## config.mk

```make
export PLATFORM = sky130hd
export DESIGN_NAME = uart_lsr_tracker
export DESIGN_NICKNAME = d
export VERILOG_FILES = /design/src/rtl/uart_lsr_pkg.sv /design/src/rtl/uart_sticky_flag.sv /design/src/rtl/uart_break_det.sv /design/src/rtl/uart_tx_flags.sv /design/src/rtl/uart_lsr_tracker.sv
export SDC_FILE = /design/constraint.sdc
export NUM_CORES = 1
export LEC_CHECK = 0
export CAP_MARGIN = 15
export CORE_MARGIN = 2
export CORE_UTILIZATION = 45
export DETAILED_ROUTE_END_ITERATION = 7
export GPL_ROUTABILITY_DRIVEN = 0
export GPL_TIMING_DRIVEN = 0
export PLACE_DENSITY = 0.76
export SLEW_MARGIN = 20
export SYNTH_ARGS = -nofsm -noshare
export SYNTH_HDL_FRONTEND = slang
export SYNTH_HIERARCHICAL = 1
export SYNTH_SLANG_ARGS = --single-unit
```

## constraint.sdc

```tcl
create_clock -name clk -period 2.5 [get_ports clk]
set_clock_uncertainty 0.2 [all_clocks]
set_input_delay 0.5 -clock clk [delete_from_list [all_inputs] [get_ports clk]]
set_output_delay 0.5 -clock clk [all_outputs]
set_load 0.02 [all_outputs]
```

## src/rtl/uart_lsr_pkg.sv

```systemverilog
package uart_lsr_pkg;

   // Bit positions in the status byte that software decodes
   localparam int unsigned LSR_W       = 8;
   localparam int unsigned BIT_READY   = 0;
   localparam int unsigned BIT_PARITY  = 2;
   localparam int unsigned BIT_FRAMING = 3;
   localparam int unsigned BIT_BREAK   = 4;
   localparam int unsigned BIT_TXHOLD  = 5;
   localparam int unsigned BIT_TXIDLE  = 6;

   typedef struct packed {
      logic rsvd7;
      logic tx_idle;
      logic tx_hold_empty;
      logic brk;
      logic framing;
      logic parity;
      logic rsvd1;
      logic ready;
   } lsr_t;

   // Break flag release policies
   typedef enum logic {
      BRK_CLEAR_ON_READ = 1'b0,
      BRK_CLEAR_AT_MARK = 1'b1
   } brk_mode_e;

endpackage

```

## src/rtl/uart_sticky_flag.sv

```systemverilog
module uart_sticky_flag #(
   parameter bit RESET_VAL = 1'b0,
   parameter bit SET_WINS  = 1'b1
) (
   input  logic clk,
   input  logic rst_n,
   input  logic set_i,
   input  logic clr_i,
   output logic flag_o
);

   always_ff @(posedge clk or negedge rst_n) begin
      if (!rst_n) begin
         flag_o <= RESET_VAL;
      end else if (set_i && clr_i) begin
         flag_o <= SET_WINS;
      end else if (set_i) begin
         flag_o <= 1'b1;
      end else if (clr_i) begin
         flag_o <= 1'b0;
      end
   end

endmodule

```

## src/rtl/uart_break_det.sv

```systemverilog
module uart_break_det
   import uart_lsr_pkg::*;
#(
   parameter int unsigned TICK_W   = 8,
   parameter brk_mode_e   CLR_MODE = BRK_CLEAR_ON_READ
) (
   input  logic              clk,
   input  logic              rst_n,
   input  logic              bit_tick,
   input  logic              rx_line,
   input  logic [TICK_W-1:0] frame_ticks,
   input  logic              lsr_read,
   output logic              brk_o
);

   logic [TICK_W-1:0] low_cnt;
   logic              at_limit;
   logic              hit;
   logic              release_req;

   assign at_limit = (low_cnt == frame_ticks);
   assign hit      = !rx_line && bit_tick && (frame_ticks != '0)
                     && (low_cnt == frame_ticks - 1'b1);

   // Count ticks of continuous space; saturate at the frame length
   always_ff @(posedge clk or negedge rst_n) begin
      if (!rst_n) begin
         low_cnt <= '0;
      end else if (rx_line) begin
         low_cnt <= '0;
      end else if (bit_tick && !at_limit) begin
         low_cnt <= low_cnt + 1'b1;
      end
   end

   generate
      if (CLR_MODE == BRK_CLEAR_AT_MARK) begin : g_auto_release
         assign release_req = rx_line;
      end else begin : g_read_release
         assign release_req = rx_line && lsr_read;
      end
   endgenerate

   uart_sticky_flag #(
      .RESET_VAL (1'b0),
      .SET_WINS  (1'b1)
   ) u_brk_flag (
      .clk    (clk),
      .rst_n  (rst_n),
      .set_i  (hit),
      .clr_i  (release_req),
      .flag_o (brk_o)
   );

endmodule

```

## src/rtl/uart_tx_flags.sv

```systemverilog
module uart_tx_flags (
   input  logic clk,
   input  logic rst_n,
   input  logic thr_write,
   input  logic thr_to_tsr,
   input  logic tsr_done,
   output logic hold_empty_o,
   output logic tx_idle_o
);

   logic shifter_busy;

   // Host write beats a same-cycle transfer: the holding register is refilled
   uart_sticky_flag #(
      .RESET_VAL (1'b1),
      .SET_WINS  (1'b0)
   ) u_hold_empty (
      .clk    (clk),
      .rst_n  (rst_n),
      .set_i  (thr_to_tsr),
      .clr_i  (thr_write),
      .flag_o (hold_empty_o)
   );

   // A new transfer beats a same-cycle completion: the shifter is reloaded
   uart_sticky_flag #(
      .RESET_VAL (1'b0),
      .SET_WINS  (1'b1)
   ) u_shift_busy (
      .clk    (clk),
      .rst_n  (rst_n),
      .set_i  (thr_to_tsr),
      .clr_i  (tsr_done),
      .flag_o (shifter_busy)
   );

   assign tx_idle_o = hold_empty_o && !shifter_busy;

endmodule

```

## src/rtl/uart_lsr_tracker.sv

```systemverilog
module uart_lsr_tracker
   import uart_lsr_pkg::*;
#(
   parameter int unsigned TICK_W   = 8,
   parameter brk_mode_e   BRK_MODE = BRK_CLEAR_ON_READ
) (
   input  logic              clk,
   input  logic              rst_n,
   input  logic              bit_tick,
   input  logic              rx_line,
   input  logic [TICK_W-1:0] frame_ticks,
   input  logic              rx_strobe,
   input  logic              rx_parity_err,
   input  logic              rx_frame_err,
   input  logic              rhr_read,
   input  logic              lsr_read,
   input  logic              thr_write,
   input  logic              thr_to_tsr,
   input  logic              tsr_done,
   input  logic              lsi_enable,
   output logic [7:0]        lsr_byte,
   output logic              line_irq
);

   localparam int unsigned N_RX_FLAGS = 3;   // ready, parity, framing

   generate
      if (TICK_W < 2 || TICK_W > 24) begin : g_bad_tick_w
         $error("uart_lsr_tracker: TICK_W must lie in 2..24");
      end
   endgenerate

   lsr_t              st;
   logic [N_RX_FLAGS-1:0] rx_set;
   logic [N_RX_FLAGS-1:0] rx_clr;
   logic [N_RX_FLAGS-1:0] rx_q;
   logic              brk_q;
   logic              hold_empty_q;
   logic              tx_idle_q;

   // Data ready clears on a character read; the error flags clear on a status read
   assign rx_set = {rx_strobe && rx_frame_err, rx_strobe && rx_parity_err, rx_strobe};
   assign rx_clr = {lsr_read, lsr_read, rhr_read};

   generate
      for (genvar gi = 0; gi < N_RX_FLAGS; gi++) begin : g_rx_flag
         uart_sticky_flag #(
            .RESET_VAL (1'b0),
            .SET_WINS  (1'b1)
         ) u_flag (
            .clk    (clk),
            .rst_n  (rst_n),
            .set_i  (rx_set[gi]),
            .clr_i  (rx_clr[gi]),
            .flag_o (rx_q[gi])
         );
      end
   endgenerate

   uart_break_det #(
      .TICK_W   (TICK_W),
      .CLR_MODE (BRK_MODE)
   ) u_break (
      .clk         (clk),
      .rst_n       (rst_n),
      .bit_tick    (bit_tick),
      .rx_line     (rx_line),
      .frame_ticks (frame_ticks),
      .lsr_read    (lsr_read),
      .brk_o       (brk_q)
   );

   uart_tx_flags u_tx (
      .clk          (clk),
      .rst_n        (rst_n),
      .thr_write    (thr_write),
      .thr_to_tsr   (thr_to_tsr),
      .tsr_done     (tsr_done),
      .hold_empty_o (hold_empty_q),
      .tx_idle_o    (tx_idle_q)
   );

   always_comb begin
      st               = '0;
      st.ready         = rx_q[0];
      st.parity        = rx_q[1];
      st.framing       = rx_q[2];
      st.brk           = brk_q;
      st.tx_hold_empty = hold_empty_q;
      st.tx_idle       = tx_idle_q;
   end

   assign lsr_byte = st;
   assign line_irq = lsi_enable && (st.parity || st.framing || st.brk);

endmodule

```

After elaboration in Yosys (flattened, before gate mapping) --
Cells that the tools add are included.
Storage, ports and cells: output and inout bits 9, bits of input ports 21, bits in registers 14
Operators by class: mux-type cells 19, equal/unequal tests 2, add/subtract/negate cells 2, reductions and logical operators 28
Operators with widths (count):
- $reduce_bool 3->1 | 6
- $mux 1 | 17
- $eq 8x8->1 | 2
- $mux 8 | 2
- $logic_and 1x1->1 | 15
- $add 8x1->8 const B | 1
- $reduce_bool 8->1 | 1
- $sub 8x1->8 const B | 1
- $logic_not 1->1 | 3
- $logic_or 1x1->1 | 2
- $reduce_bool 2->1 | 1

Depth between registers and ports, before layout --
depth in word-level cells 6, gate-level depth with buffers 8, mapped depth without buffers 8

By module --
Netlist, hierarchy kept.
By module, submodules not included:
- uart_break_det | times used 1, cells each 91, area an instance 754.5 um2
- uart_sticky_flag (g_rx_flag[0].u_flag ...) | times used 5, cells each 3, area an instance 36.3 um2
- uart_lsr_tracker | times used 1, cells each 9, area an instance 62.6 um2
- uart_sticky_flag (u_tx.u_hold_empty) | times used 1, cells each 2, area an instance 36.3 um2
- uart_tx_flags | times used 1, cells each 1, area an instance 13.8 um2

Least setup slack after synthesis --
OpenSTA, ideal clock, no wires.
kind input port to flip-flop, start in frame_ticks[2], end reg u_break.u_brk_flag.flag_o, path slack 0.358 ns, cell stages on the path 7, data arrival time 1.824 ns, cell sequence buf_6 > or4_4 > nor4_2 > xnor2_1 > a22oi_2 > o311a_1 > a21o_1
On the way: cells in the longest elaborated chain, start to end 5, elaborated cells between the ends (all ways) 9, classes of those cells 1 x add/sub; 1 x eq/ne; 2 x mux; 5 x reduce/logical
RTL lines:
- start, declared | line uart_lsr_tracker.sv:11 | input logic [TICK_W-1:0] frame_ticks,
- $sub 8x1->8 / $reduce_bool 8->1 (equally long branches) | line uart_break_det.sv:23, uart_break_det.sv:22
- $eq 8x8->1 / $logic_and 1x1->1 (equally long branches) | line uart_break_det.sv:23, uart_break_det.sv:22
- $logic_and 1x1->1 (*) | line uart_break_det.sv:23 | && (low_cnt == frame_ticks - 1'b1);
- net u_break.hit | line uart_break_det.sv:18 | logic hit;
- $mux 1 / $logic_and 1x1->1 (equally long branches) | line uart_sticky_flag.sv:17, uart_sticky_flag.sv:15
- $mux 1 / $reduce_bool 3->1 (equally long branches)
- end signal, assigned | line uart_sticky_flag.sv:14 | flag_o <= RESET_VAL;
- end signal, assigned | line uart_sticky_flag.sv:16 | flag_o <= SET_WINS;
- end signal, assigned | line uart_sticky_flag.sv:18 | flag_o <= 1'b1;
- end, declared | line uart_sticky_flag.sv:9 | output logic flag_o
The timed path passes the listed nets; every way through them passes the cells marked *. A chain may end at the register's enable or synchronous reset.

Final worst setup path --
start in lsi_enable, end out line_irq
On the way: cells in the longest elaborated chain, start to end 1
RTL lines:
- start, declared | line uart_lsr_tracker.sv:20 | input logic lsi_enable,
- $logic_and 1x1->1 | line uart_lsr_tracker.sv:94 | assign line_irq = lsi_enable && (st.parity || st.framing || st.brk);
- end, declared | line uart_lsr_tracker.sv:22 | output logic line_irq
Every way passes these cells.

==> flow_metrics.py <==
metrics = {
    "critical_path": {
        "critPathSlowestCell": "clkdlybuf4s50_1",
        "rr_worst_depth": 7,
        "startpoint": "lsi_enable",
        "critPathArrivalTime_ps": 1700,
        "critical-path-top-delay-family": "buffers and inverters",
        "r2r_setup_slack_ps": 450,
        "path_buf_inv": 2,
        "max_stage_delay_ps": 610,
        "crit_chain": "clkdlybuf4s50_1 -> o31a_1 -> clkdlybuf4s50_1",
        "crit_cells": 3,
        "cp.required_ps": 1800,
        "reg2reg_from": "u_break/low_cnt[2]",
        "start_kind": "primary input",
        "crit_fanout": 1,
        "end_kind": "primary output",
        "critical_path_class": "in2out",
        "timing.critical_path.mode_cell": "clkdlybuf4s50_1",
    },
    "global_route": {
        "grt_antenna_before_repair": 0,
        "grt_pass1_vias": 911,
        "grt_util_all_layers": 0.1865,
        "overflow": 0,
        "grt_pass1_wl_mm": 3.829,
        "grt_max_degree": 15,
    },
    "clock_tree": {
        "cts_hold_buf": 0,
        "cts_tree": "done",
        "clk_latency_ps": 270,
        "clk_path_buf_depth": 2,
        "clkSlewWorstSetupHoldPaths_ps": 80,
        "cts_buffers": 3,
        "htree_levels": 1,
        "cts_num_sinks": 14,
        "clockRootBuffer": "clkbuf_4",
    },
    "logic_synthesis": {
        "synth.most_common_cell": "dfrtp_1",
        "yosys-top-cells-area": "dfrtp_1 31%, xnor2_1 10%, inv_1 3.9%, a21o_1 3.6%, buf_4 3.6%",
        "synth-seq-cells": 14,
        "yosysSeqAreaShare": 0.3353,
        "yosysUniqueCellTypes": 40,
        "ys.warnings.count": 6,
        "synth_edf_count": 0,
        "synth_top_area_frac": 0.3103,
        "yosys-top-cells-count": "13 x dfrtp_1, 12 x xnor2_1, 11 x inv_1",
        "netlist_area_mm2": 0.001049,
        "syn_inst": 118,
        "synthArstFlopShare": 1.000,
        "avgSynthCellArea_um2": 8.886,
        "synth_top_cell_by_area": "dfrtp_1",
        "synthFlopType": "dfrtp_1",
    },
    "hold_path": {
        "hold-path-cell-count": 1,
        "min_from": "g_rx_flag[0].u_flag/flag_o",
        "hp-class": "reg2reg",
    },
    "sta": {
        "finalHoldViolCount": 0,
        "fmaxAchievable_mhz": 417.4,
        "finalCritPeriodShare": 0.9584,
        "setup_slack_ps": 104.0,
        "tns_ps": 0,
        "rsz0062_at_grt": "false",
        "slew_headroom": 0.5974,
        "drv_slew": 0,
        "worst_slew_pin_slew_ps": 602.0,
        "setup_viol": 0,
        "final.min_clock_period_ps": 2396,
    },
    "drt": {
        "post_drt_wl_per_cell_um": 12.84,
        "first_pass_iters": 4,
        "drc": 0,
        "routed_wl_mm": 2.260,
        "vias": 923,
        "drtIter0Drc": 9,
        "ant_nets": 0,
        "routed_via_density": 5.244,
    },
    "place": {
        "io_buffers": 25,
        "dpl_cell_area_mm2": 0.001338,
        "place_ws_ps": -343.9,
        "hpwl_mm": 1.739,
    },
    "cells_and_area": {
        "multiInputGateArea_um2": 590.6,
        "fill_cells": 209,
        "n_antenna_cell": 0,
        "fin_nets": 173,
        "final_util": 0.6216,
        "fin_area_mm2": 0.001375,
        "syn_to_final_growth_pct": 31.15,
        "ff_latch_area_um2": 351.6,
        "final_layout_size_suffix_gt1_frac": 0.1419,
    },
    "floorplanning": {
        "initial_core_util": 0.4740,
        "fp.dieW_um": 52.27,
        "core_area_mm2": 0.002212,
        "dieArea_mm2": 0.002732,
        "rows": 17,
        "die_h_um": 52.27,
        "io_pins": 30,
    },
    "run_status": {
        "status": "finished, final reports clean",
    },
    "power_and_ir_drop": {
        "vdd_drop_max_mv": 0.2763,
        "powerDensity_mw_per_mm2": 393.5,
        "p_leak_nw": 0.5833,
    },
    "job": {
        "maxCapViolCount": 0,
    },
}
==> worst paths after layout <==
kind,to
setup / recovery,line_irq
min in group asynchronous,u_break/low_cnt[1]
max in group asynchronous,u_break/low_cnt[3]
hold / removal,g_rx_flag[0].u_flag/flag_o
hold reg to reg,g_rx_flag[0].u_flag/flag_o
setup reg to reg,u_break/low_cnt[6]
==> sequential cells by signal (all words and copies together) (netlist names) <==
register                   cells
u_break/low_cnt                8
u_tx/u_hold_empty/flag_o       1
g_rx_flag.u_flag/flag_o        3
u_break/u_brk_flag/flag_o      1
u_tx/u_shift_busy/flag_o       1
==> report_power, final <==
part | total, mW | switching [mW] | internal [mW]
Clock | 0.157 | 0.0687 | 0.0884
Sequential | 0.248 | 0.0112 | 0.237
Combinational | 0.136 | 0.0629 | 0.0731
==> layout by cell type (no fill, tap or decap), types with 2 or more instances in the layout <==
cell and count:
and2_1 3, dfrtp_1 13, a21o_1 5, nand4_1 3, or4_1 4, nor2_1 8, o31ai_1 5, a21oi_1 7
xnor2_1 12, ha_1 3, nand2_1 6, inv_1 11, xor2_1 2, buf_2 3, dlygate4sd2_1 2, clkbuf_4 3
o21ai_0 3, clkdlybuf4s50_1 23, conb_1 2, or4_4 2, buf_4 5
==> routing by layer <==
metal / GRT usage / wire, um / vias to the layer above
met2: 0.3249 / 1111 / 22
met3: 0.03714 / 107 / 2
li1: - / - / 469
met4: 0.05128 / 14 / 0
met5: 0 / 0 / -
met1: 0.2334 / 1026 / 430
==> layout make-up <==
cell class | count | area share
Multi-Input combinational cell | 83 | 0.4295
Sequential cell | 14 | 0.2557
Timing Repair Buffer | 25 | 0.1802
Clock buffer | 4 | 0.02639
Tap cell | 28 | 0.02548
Inverter | 11 | 0.03003
Buffer | 11 | 0.05278
==> cells by family after synthesis <==
logic type	synth area share
flops	0.3353
compound gates	0.1945
simple gates	0.1957
other cells	0.003577
fa+ha+maj	0.03580
mux	0.009547
xor+xnor	0.1169
buf+inv	0.1086
==> per-stage QoR <==
step	hold WS, ps	total power [mW]	cells
final	289.8	0.5411	176
after global routing	320.0	0.5797	176
after CTS	295.1	0.5473	176
after detailed placement	275.8	0.3893	172
after global placement	265.0	0.3854	172
after floorplan	4.409	0.3227	119
==> repair_timing <==
| item | 4_1_cts | 5_1_grt |
|---|---|---|
| gates cloned | 0 | 0 |
| setup endpoints to repair | 1 | 1 |
| buffers inserted | 0 | 0 |
| gates resized for setup | 2 | 1 |
(Power assumes the default switching activity.)
